--- config.mk ---
export PLATFORM = sky130hd
export DESIGN_NAME = lpc_io_splitter
export DESIGN_NICKNAME = d
export VERILOG_FILES = /design/src/rtl/lpc_split_pkg.sv /design/src/rtl/lpc_window_decode.sv /design/src/rtl/lpc_lane_merge.sv /design/src/rtl/lpc_lane_pick.sv /design/src/rtl/lpc_io_splitter.sv
export SDC_FILE = /design/constraint.sdc
export NUM_CORES = 1
export LEC_CHECK = 0
export BUFFER_PORTS_ARGS = -buffer_cell sky130_fd_sc_hd__buf_2
export CORE_MARGIN = 8
export CORE_UTILIZATION = 30
export CTS_CLUSTER_DIAMETER = 50
export DETAILED_ROUTE_END_ITERATION = 12
export PLACE_DENSITY = 0.58
export SLEW_MARGIN = 5
export SYNTH_ARGS = -nofsm -noshare
export SYNTH_HDL_FRONTEND = slang
export SYNTH_SLANG_ARGS = --single-unit
--- constraint.sdc ---
create_clock -name clk -period 7.45 [get_ports clk]
set_clock_uncertainty 0.15 [all_clocks]
set_input_delay 1.1175 -clock clk [delete_from_list [all_inputs] [get_ports clk]]
set_output_delay 1.1175 -clock clk [all_outputs]
set_load 0.05 [all_outputs]
--- src/rtl/lpc_split_pkg.sv ---
package lpc_split_pkg;
    typedef enum logic [1:0] {
        ST_IDLE = 2'd0,
        ST_BUS  = 2'd1,
        ST_RESP = 2'd2
    } split_state_e;

    localparam logic [7:0] FLOAT_BYTE = 8'hFF;
endpackage

--- src/rtl/lpc_window_decode.sv ---
module lpc_window_decode #(
    parameter int ADDR_W     = 16,
    parameter int SIZE_W     = 2,
    parameter int HOST_BYTES = 4,
    parameter int IDX_W      = $clog2(HOST_BYTES)
) (
    input  logic [ADDR_W-1:0] addr,
    input  logic [SIZE_W-1:0] size,
    input  logic [ADDR_W-1:0] base,
    input  logic [ADDR_W-1:0] limit,
    output logic              hit,
    output logic [IDX_W-1:0]  last_idx
);
    localparam int SIZE_CODES = IDX_W + 1;

    logic              size_ok;
    logic [ADDR_W:0]   span_bytes;
    logic [ADDR_W:0]   last_ext;

    always_comb begin
        size_ok    = (int'(size) < SIZE_CODES);
        span_bytes = (ADDR_W+1)'(1) << size;
        last_ext   = {1'b0, addr} + span_bytes - (ADDR_W+1)'(1);
        hit        = size_ok && (addr >= base) && (last_ext <= {1'b0, limit});
        last_idx   = IDX_W'(span_bytes - (ADDR_W+1)'(1));
    end
endmodule

--- src/rtl/lpc_lane_merge.sv ---
module lpc_lane_merge #(
    parameter int HOST_BYTES = 4,
    parameter int IDX_W      = $clog2(HOST_BYTES),
    parameter int DATA_W     = HOST_BYTES * 8
) (
    input  logic [DATA_W-1:0] acc,
    input  logic [IDX_W-1:0]  idx,
    input  logic [7:0]        byte_in,
    output logic [DATA_W-1:0] merged
);
    for (genvar g = 0; g < HOST_BYTES; g++) begin : g_lane
        assign merged[8*g +: 8] = (idx == IDX_W'(g)) ? byte_in : acc[8*g +: 8];
    end
endmodule

--- src/rtl/lpc_lane_pick.sv ---
module lpc_lane_pick #(
    parameter int HOST_BYTES = 4,
    parameter int IDX_W      = $clog2(HOST_BYTES),
    parameter int DATA_W     = HOST_BYTES * 8
) (
    input  logic [DATA_W-1:0] word,
    input  logic [IDX_W-1:0]  idx,
    output logic [7:0]        byte_out
);
    logic [7:0] lanes [HOST_BYTES];

    for (genvar g = 0; g < HOST_BYTES; g++) begin : g_lane
        assign lanes[g] = word[8*g +: 8];
    end

    assign byte_out = lanes[idx];
endmodule

--- src/rtl/lpc_io_splitter.sv ---
module lpc_io_splitter #(
    parameter int ADDR_W     = 16,
    parameter int SIZE_W     = 2,
    parameter int HOST_BYTES = 4
) (
    input  logic                    clk,
    input  logic                    rst_n,
    input  logic [ADDR_W-1:0]       win_base,
    input  logic [ADDR_W-1:0]       win_limit,
    input  logic                    host_req_valid,
    output logic                    host_req_ready,
    input  logic                    host_req_write,
    input  logic [SIZE_W-1:0]       host_req_size,
    input  logic [ADDR_W-1:0]       host_req_addr,
    input  logic [HOST_BYTES*8-1:0] host_req_wdata,
    output logic                    host_rsp_valid,
    output logic [HOST_BYTES*8-1:0] host_rsp_rdata,
    output logic                    lpc_req,
    output logic                    lpc_write,
    output logic [ADDR_W-1:0]       lpc_addr,
    output logic [7:0]              lpc_wdata,
    input  logic                    lpc_done,
    input  logic                    lpc_claimed,
    input  logic [7:0]              lpc_rdata
);
    import lpc_split_pkg::*;

    localparam int DATA_W = HOST_BYTES * 8;
    localparam int IDX_W  = $clog2(HOST_BYTES);

    typedef struct packed {
        split_state_e       state;
        logic [ADDR_W-1:0]  addr;
        logic [DATA_W-1:0]  wdata;
        logic [DATA_W-1:0]  rdata;
        logic [IDX_W-1:0]   idx;
        logic [IDX_W-1:0]   last;
        logic               write;
    } split_regs_t;

    split_regs_t r_q, r_d;

    logic              win_hit;
    logic [IDX_W-1:0]  req_last;
    logic [7:0]        rx_byte;
    logic [DATA_W-1:0] rx_merged;
    logic [7:0]        tx_byte;

    lpc_window_decode #(
        .ADDR_W     (ADDR_W),
        .SIZE_W     (SIZE_W),
        .HOST_BYTES (HOST_BYTES),
        .IDX_W      (IDX_W)
    ) i_decode (
        .addr     (host_req_addr),
        .size     (host_req_size),
        .base     (win_base),
        .limit    (win_limit),
        .hit      (win_hit),
        .last_idx (req_last)
    );

    assign rx_byte = lpc_claimed ? lpc_rdata : FLOAT_BYTE;

    lpc_lane_merge #(
        .HOST_BYTES (HOST_BYTES),
        .IDX_W      (IDX_W),
        .DATA_W     (DATA_W)
    ) i_merge (
        .acc     (r_q.rdata),
        .idx     (r_q.idx),
        .byte_in (rx_byte),
        .merged  (rx_merged)
    );

    lpc_lane_pick #(
        .HOST_BYTES (HOST_BYTES),
        .IDX_W      (IDX_W),
        .DATA_W     (DATA_W)
    ) i_pick (
        .word     (r_q.wdata),
        .idx      (r_q.idx),
        .byte_out (tx_byte)
    );

    always_comb begin
        r_d = r_q;
        unique case (r_q.state)
            ST_IDLE: begin
                if (host_req_valid && win_hit) begin
                    r_d.state = ST_BUS;
                    r_d.addr  = host_req_addr;
                    r_d.wdata = host_req_wdata;
                    r_d.rdata = '0;
                    r_d.idx   = '0;
                    r_d.last  = req_last;
                    r_d.write = host_req_write;
                end
            end
            ST_BUS: begin
                if (lpc_done) begin
                    if (!r_q.write) begin
                        r_d.rdata = rx_merged;
                    end
                    if (r_q.idx == r_q.last) begin
                        r_d.state = ST_RESP;
                    end else begin
                        r_d.idx  = r_q.idx + IDX_W'(1);
                        r_d.addr = r_q.addr + ADDR_W'(1);
                    end
                end
            end
            ST_RESP: begin
                r_d.state = ST_IDLE;
            end
            default: begin
                r_d.state = ST_IDLE;
            end
        endcase
    end

    always_ff @(posedge clk or negedge rst_n) begin
        if (!rst_n) begin
            r_q <= '{state: ST_IDLE, default: '0};
        end else begin
            r_q <= r_d;
        end
    end

    assign host_req_ready = (r_q.state == ST_IDLE) && win_hit;
    assign host_rsp_valid = (r_q.state == ST_RESP);
    assign host_rsp_rdata = r_q.rdata;
    assign lpc_req        = (r_q.state == ST_BUS);
    assign lpc_write      = r_q.write;
    assign lpc_addr       = r_q.addr;
    assign lpc_wdata      = tx_byte;
endmodule

Word level (Yosys, flattened, before mapping)
Index checks and enable logic that the tools add are counted.

cells by class
  shift operators = 1
  add/subtract/negate cells = 5
  reduce and logical (&&, ||, !) cells = 14
  $lt $le $gt $ge = 4
  multiplexer cells = 18
  bitwise logic cells = 1
  equal/unequal tests = 15

operators with widths
  kind                   number
  $mux 87                1
  $pmux 34 s2            1
  $mux 8                 7
  $mux 34                1
  $mux 32                1
  $pmux 16 s2            1
  $reduce_and 5->1       4
  $mux 18                1
  $add 16x17->17         1
  $le 17x16->1           1
  $shl 1x2->17 const A   1
  $sub 17x1->17 const B  1
  $add 16x1->16 const B  1
  $bmux 8 s2             1
  $ge 16x16->1           1
  $mux 16                1
  $ne 2x1->1 const B     6
  $eq 2x2->1 const B     3
  $ne 2x2->1 const B     3
  $eq 2x1->1 const B     2
  $logic_and 1x1->1      4
  $logic_not 2->1        2
  $mux 2                 2
  $pmux 2 s2             1
  10 further kinds       10

storage, ports and cells
  bits of input ports = 96
  output and inout bits = 60
  logic and storage cells = 68
  bits in registers = 87

Logic depth before layout (Yosys ltp)
Gate-level depths: netlist (run 1).

  depth after elaboration = 8
  gate-level depth with buffers = 25

By module
Synthesis (run 1) repeated with hierarchy kept, for this count alone.

second synthesis, totals
  cell total of the unflattened synthesis = 776
  area, all modules = 6,670.1 um^2

by module, submodules not included
  module             cells each  instances  area an instance (um^2)
  lpc_io_splitter    489         1          4,331.7
  lpc_window_decode  239         1          1,734.2
  lpc_lane_merge     38          1          407.9
  lpc_lane_pick      10          1          196.4

Least setup slack after synthesis (run 1)
Ideal clock, no wire load.

  path kind = input to output
  from = in host_req_size[1]
  to = out host_req_ready
  path buffers = 0
  data required time = 6.182 ns
  cell stages on the path = 20
  path slack = 0.120 ns
  arrival = 6.062 ns
  cells stage by stage = or2_2 > ha_1 > inv_1 > ha_1 > inv_1 > fa_1 > nor2b_1 > o21a_1 > o21ai_0 > a211o_1 > o211ai_1 > nand2_1 > xnor2_1 > ha_1 > nand2_1 > or4_1 > o22ai_1 > a32o_1 > o2111ai_2 > nor4_1

on the way
  word-level cells in the longest chain between the ends = 6
  elaborated cells between the ends (all ways) = 8
  classes of those cells = add/sub (2); order compare (2); shift (1); reduce/logical (3)

ends and longest elaborated chain
  what                   line                     RTL
  from (decl)            lpc_io_splitter.sv:13    input logic [SIZE_W-1:0] host_req_size,
  $shl 1x2->17           lpc_window_decode.sv:22  span_bytes = (ADDR_W+1)'(1) << size;
  $add 16x17->17         lpc_window_decode.sv:23  last_ext = {1'b0, addr} + span_bytes - (ADDR_W+1)'(1);
  $sub 17x1->17          lpc_window_decode.sv:23
  $le 17x16->1           lpc_window_decode.sv:24  hit = size_ok && (addr >= base) && (last_ext <= {1'b0, limit});
  $logic_and 1x1->1 (*)  lpc_window_decode.sv:24
  $logic_and 1x1->1 (*)  lpc_io_splitter.sv:130   assign host_req_ready = (r_q.state == ST_IDLE) && win_hit;
  to (decl)              lpc_io_splitter.sv:11    output logic host_req_ready,

Every way passes the cells marked *; elsewhere a longest branch is shown, timed or not.

Final worst setup path (run 1)
Ends and elaborated chain as after synthesis.

==> impl_metrics.yaml, run 1 <==
yosys:
  async_flop_share_pct: 100
  ys_seq_area_share_pct: 35.1
  synth_area_leader_cell: "dfrtp_1"
  synthTopCellsByArea: "dfrtp_1, ha_1, mux2_2"
  synth_top_area_share_pct: 35.1
  yosysUniqueCellTypes: 58
  netlist_area_mm2: 0.00620
  synth_edf_count: 0
  synthCells: 603
  synth_ff_type: "dfrtp_1"
  ys_seq_elements: 87
  syn_nets: 756
  ys_warn_count: 0
  syn_avg_cell_area_um2: 10.3
cells_and_area:
  drive_above_1_share_pct: 36.2
  layout_commonest_cell: "buf_2"
  final_area_mm2: 0.00721
  final_cells: 980
  nets: 857
  area_growth_pct: 16.3
  final_cell_mix: "buf_2, dfrtp_1, inv_1"
min_path:
  min_path_type: "reg -> reg"
floorplan:
  fp-row-count: 52
  die_w_um: 160
  dieArea_mm2: 0.0255
  start_util_pct: 30.6
  die_h_um: 160
  io-pin-count: 156
  core_area_mm2: 0.0202
place:
  globalplace.congestion: 0.793
  dp.final_hpwl_um: 13000
  dpl_cell_area_mm2: 0.00687
  place_ws_ns: 0.565
  placed_cells: 963
  portBuffers: 155
clock_tree:
  insertion_delay_ns: 0.33
  path_clk_slew_ns: 0.06
  cts_setup_buffers: 0
  cts_tree: "done"
  post_cts_resized: 0
  htree_num_levels: 3
  ctsHoldBuffers: 0
  cts_buffers: 9
  cts.root.buffer_cell: "clkbuf_16"
  clock_path_buffers: 2
  numClockSinks: 87
setup_path:
  crit_family: "simple AND/OR/NAND/NOR gates"
  crit_path_end_kind: "output port"
  crit_fanout: 5
  cp.arrival_ns: 5.61
  criticalPathCategory: "in -> out"
  cp_slowest_cell: "or4_1"
  crit_path_frequent_cell: "ha_1"
  cp.buffers_inverters: 4
  critPathLaunchType: "input pin"
  crit_required_ns: 6.18
  cp_cell_sequence: "buf_2 > or2_2 > ha_1 > inv_1 > ha_1 > inv_1 > fa_1 > nor2b_1 > o21a_1 > o21ai_0 > a211o_1 > o211ai_1 > nand2_1 > xnor2_1 > ha_1 > nand2_1 > or4_1 > o22ai_1 > a32o_1 > o2111ai_2 > nor4_1 > buf_2"
  critPathMaxStageDelay_ns: 0.54
sta:
  max_slew_margin_pct: 42.0
  setup_tns_ns: 0
  hold_viol: 0
  fin_ws_ns: 0.568
  fmax_ghz: 0.145
  tightest_slew_ns: 0.867
  setup_viol_count_final: 0
  drv_slew: 0
  period_needed_ns: 6.88
  rsz0062_at_grt: "no"
  min_period_over_period_pct: 92.4
route:
  antenna_left: 0
  wl_per_cell_um: 16.8
  drt_iter0_drc: 195
  via_count: 4662
  drc: 0
  dr.pass1.iters: 4
  via_per_inst: 4.76
  wirelength_um: 16400
run:
  maxCapViolCount: 0
pwr:
  powerDensity_mw_per_mm2: 341
  p_leak_nw: 3.68
  vdd_drop_max_uv: 255
global_routing:
  grt_overflow: 0
  first_global_vias: 4938
  antenna_found_initial: 3
  grt.total_usage_pct: 13.0
  grt_pass1_wl_um: 26700
  grt_max_degree: 59
run_status:
  status: "finished clean"
## sequential cells by signal, summed over array words and instances (netlist names)
register,count
host_rsp_rdata,32
lpc_addr,16
lpc_write,1
r_q,38
## stage by stage
step | total power [mW] | util (%) | hold slack, ns
final | 2.45 | 35.6 | 0.352
after global routing | 2.61 | 35.6 | 0.363
after CTS | 2.50 | 35.6 | 0.356
after detailed placement | 1.96 | 33.9 | 0.337
after global placement | 1.95 | 33.9 | 0.336
after floorplan | 1.78 | - | 0.325
## path summary, 6_finish.rpt
| check | start | endpoint | slack [ns] | cells past startpoint |
|---|---|---|---|---|
| max in group asynchronous | rst_n | lpc_write | 5.50 | 2 |
| worst max-delay path | host_req_size[1] | host_req_ready | 0.57 | 22 |
| worst min register to register | host_rsp_rdata[12] | host_rsp_rdata[12] | 0.35 | 1 |
| min in group asynchronous | rst_n | host_rsp_rdata[3] | 0.55 | 1 |
| worst max register to register | r_q[86] | lpc_addr[5] | 3.90 | 6 |
| worst min-delay path | host_rsp_rdata[12] | host_rsp_rdata[12] | 0.35 | 1 |
## final cells by class
cell class | instances | area, um2
antenna | 2 | 5.00
clock inverter | 5 | 106
tap | 270 | 338
clock buffer | 10 | 229
sequential | 87 | 2180
multi-input combinational | 380 | 3290
inverter | 69 | 259
fill | 2066 | 13000
timing repair buffer | 157 | 806
## layer usage
metal	routed length [um]	GRT usage, %
met4	109	2.57
met5	41	0
met3	929	3.93
met1	7490	16.6
met2	7850	21.3
## cells by family after synthesis
group | share of synthesized area (%)
compound gates | 12.4
xor+xnor | 2.26
fa+ha+maj | 11.6
buf+inv | 11.9
flops | 35.1
mux | 17.4
simple gates | 9.24
## worst reg2reg max path, stage by stage, from the launching register on
cell,delay (ns)
dfrtp_1,0.37
nand2b_1,0.61
clkinv_1,0.74
nand3_1,0.40
inv_1,0.30
nor2_4,0.47
mux2_2,0.39
## report_power, final
group | internal [mW] | switching (mW) | total [mW] | leakage, nW
logic | 0.423 | 0.734 | 1.16 | 2.37
clock network | 0.327 | 0.189 | 0.516 | 0.159
registers | 0.649 | 0.133 | 0.782 | 1.15
## cell usage after synthesis (6+ instances only)
library cell	count
mux4_2	8
mux2_4	24
inv_1	68
o2bb2ai_1	13
o21ai_0	29
nand3_1	12
ha_1	56
o22ai_1	6
mux2_2	46
nor2_1	22
a21oi_1	31
a21o_1	9
dfrtp_1	87
nand2b_1	6
nand2_1	25
nor3_1	15
buf_4	52
xnor2_1	15
(Power assumes the default switching activity.)
==> run 2, diff against run 1 <==
--- a/config.mk
+++ b/config.mk
@@ -5,10 +5,12 @@
 export SDC_FILE = /design/constraint.sdc
 export NUM_CORES = 1
 export LEC_CHECK = 0
+export ABC_AREA = 1
 export BUFFER_PORTS_ARGS = -buffer_cell sky130_fd_sc_hd__buf_2
 export CORE_MARGIN = 8
 export CORE_UTILIZATION = 30
 export CTS_CLUSTER_DIAMETER = 50
+export CTS_CLUSTER_SIZE = 28
 export DETAILED_ROUTE_END_ITERATION = 12
 export PLACE_DENSITY = 0.58
 export SLEW_MARGIN = 5
==> run 2 against run 1 <==
Effect of this change:
- setup slack gained 0.59 ns
- core utilization shrank 0.26 points
- largest power group unchanged
- final cell count is 29% higher
- first-iteration DRC count is 3.1% higher
- highest routed layer is now met4
- critical path depth increased by 1
- clock-buffer cell count is 1 higher
- sequential power is 2% higher
- combinational power increased by 6%
==> impl_metrics.yaml, run 2 <==
setup_path:
  crit-reg2reg-launch: "r_q[3]"
  crit_required_ns: 6.18
  crit_path_end_kind: "output port"
  criticalPathCategory: "in -> out"
  critPathLaunchType: "input pin"
  crit_fanout: 18
  critPathMaxStageDelay_ns: 0.47
  cp.arrival_ns: 5.02
  crit_path_frequent_cell: "nand2_1"
  startpoint: "host_req_size[1]"
  cp_slowest_cell: "fa_1"
  cp_cell_sequence: "buf_2 > inv_1 > or2_2 > ha_1 > fa_1 > inv_1 > a31oi_1 > o211ai_1 > nand3_1 > nand2_1 > xor2_1 > ha_1 > nand2_1 > nor2_1 > nor3b_1 > nand2_1 > nand2_1 > nand2_1 > nand2_1 > nand2_1 > nand2_1 > and3_1 > buf_2"
floorplan:
  io-pin-count: 156
  fp-row-count: 53
  die_h_um: 162
  start_util_pct: 30.5
  dieArea_mm2: 0.0262
  core_area_mm2: 0.0210
  die_w_um: 162
yosys:
  syn_nets: 1048
  synthTopCellsByArea: "dfrtp_1, nand2_1, ha_1"
  synth_edf_count: 0
  ys_seq_area_share_pct: 34.0
  ys_warn_count: 0
  synth_common_cells: "nand2_1, inv_1, dfrtp_1"
  synth_top_area_share_pct: 34.0
  yosysUniqueCellTypes: 36
  synthCells: 895
  syn_avg_cell_area_um2: 7.15
  netlist_area_mm2: 0.00639
  synth_ff_type: "dfrtp_1"
  synth_area_leader_cell: "dfrtp_1"
  async_flop_share_pct: 100
  synth.most_common_cell: "nand2_1"
  ys_seq_elements: 87
sta:
  setup_tns_ns: 0
  fin_ws_ns: 1.16
  max_slew_margin_pct: 39.8
  fmax_ghz: 0.159
  rsz0062_at_grt: "no"
  hold_viol: 0
  period_needed_ns: 6.29
  min_period_over_period_pct: 84.4
  drv_slew: 0
  setup_viol_count_final: 0
  tightest_slew_ns: 0.903
cells_and_area:
  nets: 1142
  final_cell_mix: "nand2_1, buf_2, inv_1"
  area_growth_pct: 15.9
  largest_reg_flops: 38
  largest_register: "r_q"
  layout_commonest_cell: "nand2_1"
  n_antenna_cell: 0
  drive_above_1_share_pct: 18.9
pwr:
  combPwrFrac_pct: 48.6
  clockPowerShare_pct: 20.1
  p_sw_share_pct: 49.3
  powerDensity_mw_per_mm2: 342
  vdd_drop_max_uv: 393
  p_leak_nw: 4.40
  pwr-share-seq_pct: 31.3
  cell_internal_pwr_mw: 1.29
  p_sw_mw: 1.25
route:
  antenna_left: 0
  wirelength_um: 17800
  drt_iter0_drc: 201
  drc: 0
  via_count: 5728
  dr.pass1.iters: 5
  via_per_inst: 4.51
  wl_per_cell_um: 14.0
global_routing:
  grt_overflow: 0
  grt_max_degree: 75
  antenna_found_initial: 0
  first_global_vias: 5751
  grt.total_usage_pct: 13.7
  grt_pass1_wl_um: 29200
min_path:
  hold_start: "r_q[49]"
  min_path_type: "reg -> reg"
clock_tree:
  cts.root.buffer_cell: "clkbuf_16"
  htree_num_levels: 3
  cts_buffers: 9
  cts_setup_buffers: 0
  path_clk_slew_ns: 0.06
  cts_tree: "done"
  numClockSinks: 87
  post_cts_resized: 0
  clock_path_buffers: 2
  ctsHoldBuffers: 0
  insertion_delay_ns: 0.35
place:
  dp.final_hpwl_um: 13600
  place_ws_ns: 1.17
  portBuffers: 155
  globalplace.congestion: 0.855
run:
  maxCapViolCount: 0
run_status:
  status: "finished clean"
run 2: cell count changes after synthesis, sizes merged, moves of 13 or more:
| cell | previous run | this run |
|---|---|---|
| inv | 68 | 138 |
| mux2 | 70 | 0 |
| nand2 | 25 | 235 |
| nand3 | 12 | 71 |
| nand4 | 5 | 21 |
| nor2 | 23 | 63 |
| o21ai | 29 | 65 |
| o2bb2ai | 13 | 0 |
| xor2 | 1 | 14 |
run 2: cell families after synthesis:
kind of cell	synth area share [%]
XOR/XNOR	2.60
flip-flops	34.0
AO/OA/AOI/OAI	9.61
AND/OR/NAND/NOR	26.8
buffers and inverters	15.7
adder cells (fa/ha/maj)	11.3
run 2: stage by stage:
| step | total power [mW] | instances | hold slack, ns | area (um2) | util, % |
|---|---|---|---|---|---|
| after floorplan | 1.82 | 895 | 0.298 | 6390 | - |
| after global placement | 2.04 | 1253 | 0.310 | 7080 | 33.8 |
| after detailed placement | 2.05 | 1253 | 0.319 | 7080 | 33.8 |
| after CTS | 2.57 | 1269 | 0.336 | 7410 | 35.4 |
| after global routing | 2.72 | 1269 | 0.359 | 7410 | 35.4 |
| final | 2.53 | 1269 | 0.330 | 7410 | 35.4 |
run 2: critical path: cells and delay by family:
| family | cells | cell delay [ns] |
|---|---|---|
| simple gates | 13 | 1.79 |
| fa+ha+maj | 3 | 1.04 |
| buf+inv | 4 | 0.50 |
| compound gates | 2 | 0.42 |
| xor+xnor | 1 | 0.17 |
run 2: final timing paths:
kind	end	slack, ns	cells past startpoint
max reg2reg	lpc_addr[14]	4.77	6
max	host_req_ready	1.16	23
min	r_q[49]	0.33	2
min reg2reg	r_q[49]	0.33	2
max in group asynchronous	lpc_addr[15]	5.49	2
min in group asynchronous	r_q[48]	0.49	1
run 2: area by class of cell:
type,instances,area (um2)
Fill cell,2317,13500
Inverter,138,518
Clock inverter,5,78.8
Tap cell,275,344
Timing Repair Buffer,159,821
Sequential cell,87,2180
Multi-Input combinational cell,594,3220
Clock buffer,11,253
run 2: power groups by stage:
| stage | Sequential [mW] | Combinational [mW] | Clock [mW] |
|---|---|---|---|
| 2_1_floorplan | 0.753 | 1.07 | 0 |
| 3_3_place_gp | 0.800 | 1.24 | 0 |
| 6_report | 0.794 | 1.23 | 0.509 |
| 4_1_cts | 0.798 | 1.25 | 0.522 |
| 5_1_grt | 0.818 | 1.36 | 0.541 |
| 3_5_place_dp | 0.803 | 1.24 | 0 |
run 2: metal layers:
| layer | track usage (%) | routed length, um | vias up |
|---|---|---|---|
| met5 | 0 | 0 | - |
| met4 | 2.36 | 140 | 0 |
| met3 | 3.92 | 923 | 9 |
| met2 | 21.9 | 8240 | 125 |
| met1 | 18.1 | 8460 | 2608 |
| li1 | - | - | 2986 |
==> run 3, diff against run 2 <==
--- a/config.mk
+++ b/config.mk
@@ -5,14 +5,14 @@
 export SDC_FILE = /design/constraint.sdc
 export NUM_CORES = 1
 export LEC_CHECK = 0
-export ABC_AREA = 1
+export ABC_AREA = 0
 export BUFFER_PORTS_ARGS = -buffer_cell sky130_fd_sc_hd__buf_2
 export CORE_MARGIN = 8
 export CORE_UTILIZATION = 30
 export CTS_CLUSTER_DIAMETER = 50
 export CTS_CLUSTER_SIZE = 28
 export DETAILED_ROUTE_END_ITERATION = 12
-export PLACE_DENSITY = 0.58
+export PLACE_DENSITY = 0.6
 export SLEW_MARGIN = 5
 export SYNTH_ARGS = -nofsm -noshare
 export SYNTH_HDL_FRONTEND = slang
==> constraint.sdc (replaced) <==
create_clock -name clk -period 5.1 [get_ports clk]
set_clock_uncertainty 0.15 [all_clocks]
set_input_delay 0.765 -clock clk [delete_from_list [all_inputs] [get_ports clk]]
set_output_delay 0.765 -clock clk [all_outputs]
set_load 0.05 [all_outputs]
==> run 3 against run 2 <==
Effect of this change:
- the flow now finishes with violations (negative setup slack)
- sequential share of layout area decreased by 2.2 points
- core utilization increased by 4.2 points
- clock-buffer cell count decreased by 1
- cell area increased by 8.0%
- critical path type unchanged
==> impl_metrics.yaml, run 3 (synthesized netlist as in run 1, its figures left out) <==
clock_tree:
  numClockSinks: 87
  cts_buffers: 9
  path_clk_slew_ns: 0.06
  htree_num_levels: 3
  insertion_delay_ns: 0.34
  cts_tree: "done"
  cts.root.buffer_cell: "clkbuf_16"
  clock_path_buffers: 2
floorplan:
  io-pin-count: 156
  start_util_pct: 30.6
  die_h_um: 160
  dieArea_mm2: 0.0255
  fp-row-count: 52
  core_area_mm2: 0.0202
  die_w_um: 160
sta:
  fin_ws_ns: -0.403
  rsz0062_at_grt: "yes"
  period_needed_ns: 5.50
  hold_viol: 0
  max_slew_margin_pct: 46.2
  setup_tns_ns: -20.91
  hold_slack_ns: 0.284
  fmax_ghz: 0.182
  min_period_over_period_pct: 108
  setup_viol_count_final: 86
  drv_slew: 0
  tightest_slew_ns: 0.807
cells_and_area:
  drive_above_1_share_pct: 43.4
  area_growth_pct: 29.0
  n_fill_cell: 1990
  largest_register: "r_q"
  final_cell_mix: "buf_2, dfrtp_1, inv_1"
  nets: 916
  layout_commonest_cell: "buf_2"
  largest_reg_flops: 38
  final_area_mm2: 0.00800
  n_antenna_cell: 0
route:
  drt_iter0_drc: 159
  wirelength_um: 17200
  drc: 0
  wl_per_cell_um: 16.6
  antenna_left: 0
  via_count: 4838
  dr.pass1.iters: 4
  via_per_inst: 4.66
global_routing:
  grt_pass1_wl_um: 27800
  antenna_found_initial: 3
  first_global_vias: 5035
  grt_overflow: 0
  grt.total_usage_pct: 13.5
  grt_max_degree: 46
run:
  maxCapViolCount: 0
setup_path:
  cp_slowest_cell: "or4_4"
  crit_family: "simple AND/OR/NAND/NOR gates"
  cp.arrival_ns: 4.59
  cp.buffers_inverters: 4
  cp_cell_sequence: "buf_8 > or2_4 > ha_4 > inv_4 > ha_4 > inv_2 > fa_2 > nor2b_1 > o21a_1 > o21ai_2 > a211o_1 > o211ai_1 > nand2_1 > xnor2_1 > ha_1 > nand2_1 > or4_4 > o22ai_2 > a32o_2 > o2111ai_4 > nor4_4 > buf_12"
  crit-reg2reg-launch: "r_q[86]"
  criticalPathCategory: "in -> out"
  crit_fanout: 4
  critPathLaunchType: "input pin"
  crit_required_ns: 4.18
  critPathMaxStageDelay_ns: 0.44
  startpoint: "host_req_size[0]"
  crit_path_end_kind: "output port"
pwr:
  cell_internal_pwr_mw: 2.03
  powerDensity_mw_per_mm2: 455
  vdd_drop_max_uv: 454
  p_sw_share_pct: 44.1
  p_leak_nw: 4.09
  combPwrFrac_pct: 50.4
  power.total_mw: 3.64
  clockPowerShare_pct: 17.6
  p_sw_mw: 1.60
  pwr-share-seq_pct: 32.0
min_path:
  min_path_type: "in -> async"
run_status:
  violations: "negative setup slack"
  status: "finished, violations left"
place:
  dpl_cell_area_mm2: 0.00741
  dp.final_hpwl_um: 13400
  globalplace.congestion: 0.805
  portBuffers: 155
[run 3: cell count changes in the layout (fill, tap and decap cells not counted), sizes merged, moves of 8 or more]
cell	previous run	this run
xor2	14	1
mux4	0	8
inv	139	71
o2bb2ai	0	13
mux2	0	70
nand4	21	5
nand2	235	25
a21o	1	9
nand3	71	12
nor2	63	23
xnor2	5	15
buf	159	215
nor3	4	16
o21ai	65	29
[run 3: area by class of cell]
type | count | area (um2) | area share, %
clock buffer | 10 | 239 | 2.99
clock inverter | 6 | 51.3 | 0.641
timing repair buffer | 216 | 1460 | 18.3
sequential | 87 | 2180 | 27.2
inverter | 69 | 262 | 3.27
multi-input combinational | 380 | 3470 | 43.4
tap | 270 | 338 | 4.22
[run 3: layer usage]
layer,GRT usage (%),part of all wire [%],vias to the layer above
li1,-,-,2396
met1,17.2,44,2283
met2,22.0,47,133
met3,4.32,6.7,20
met4,2.87,1.3,6
met5,0,0.24,-
[run 3: worst paths after layout]
| kind | end | slack (ns) | depth (start not counted) |
|---|---|---|---|
| max | host_req_ready | -0.40 | 22 |
| min | r_q[60] | 0.28 | 1 |
| max reg2reg | lpc_addr[1] | 2.29 | 7 |
| min reg2reg | host_rsp_rdata[14] | 0.35 | 1 |
| max in group asynchronous | host_rsp_rdata[1] | 3.57 | 2 |
| min in group clk | host_rsp_rdata[14] | 0.35 | 1 |
[run 3: per-stage QoR]
step                util (%)  setup slack (ns)  std cells
floorplan                  -            -0.511        603
global route            39.5            -0.629       1038
CTS                     39.2            -0.422       1033
global placement        36.6            -0.591       1005
detailed placement      36.6            -0.662       1005
finish                  39.5            -0.403       1038
[run 3: power groups by stage]
stage / sequential (mW) / clock [mW] / combinational [mW]
floorplan: 1.09 / 0 / 1.56
global placement: 1.18 / 0 / 1.79
detailed placement: 1.17 / 0 / 1.80
CTS: 1.17 / 0.661 / 1.84
global route: 1.20 / 0.693 / 1.96
finish: 1.17 / 0.640 / 1.83
[run 3: timing repair]
action | in CTS | in global routing
pin swaps | 12 | 9
cloned | 3 | 1
hold buffers | 0 | 0
setup endpoints to repair | 86 | 87
buffers inserted | 9 | 8
resized for setup | 26 | 10
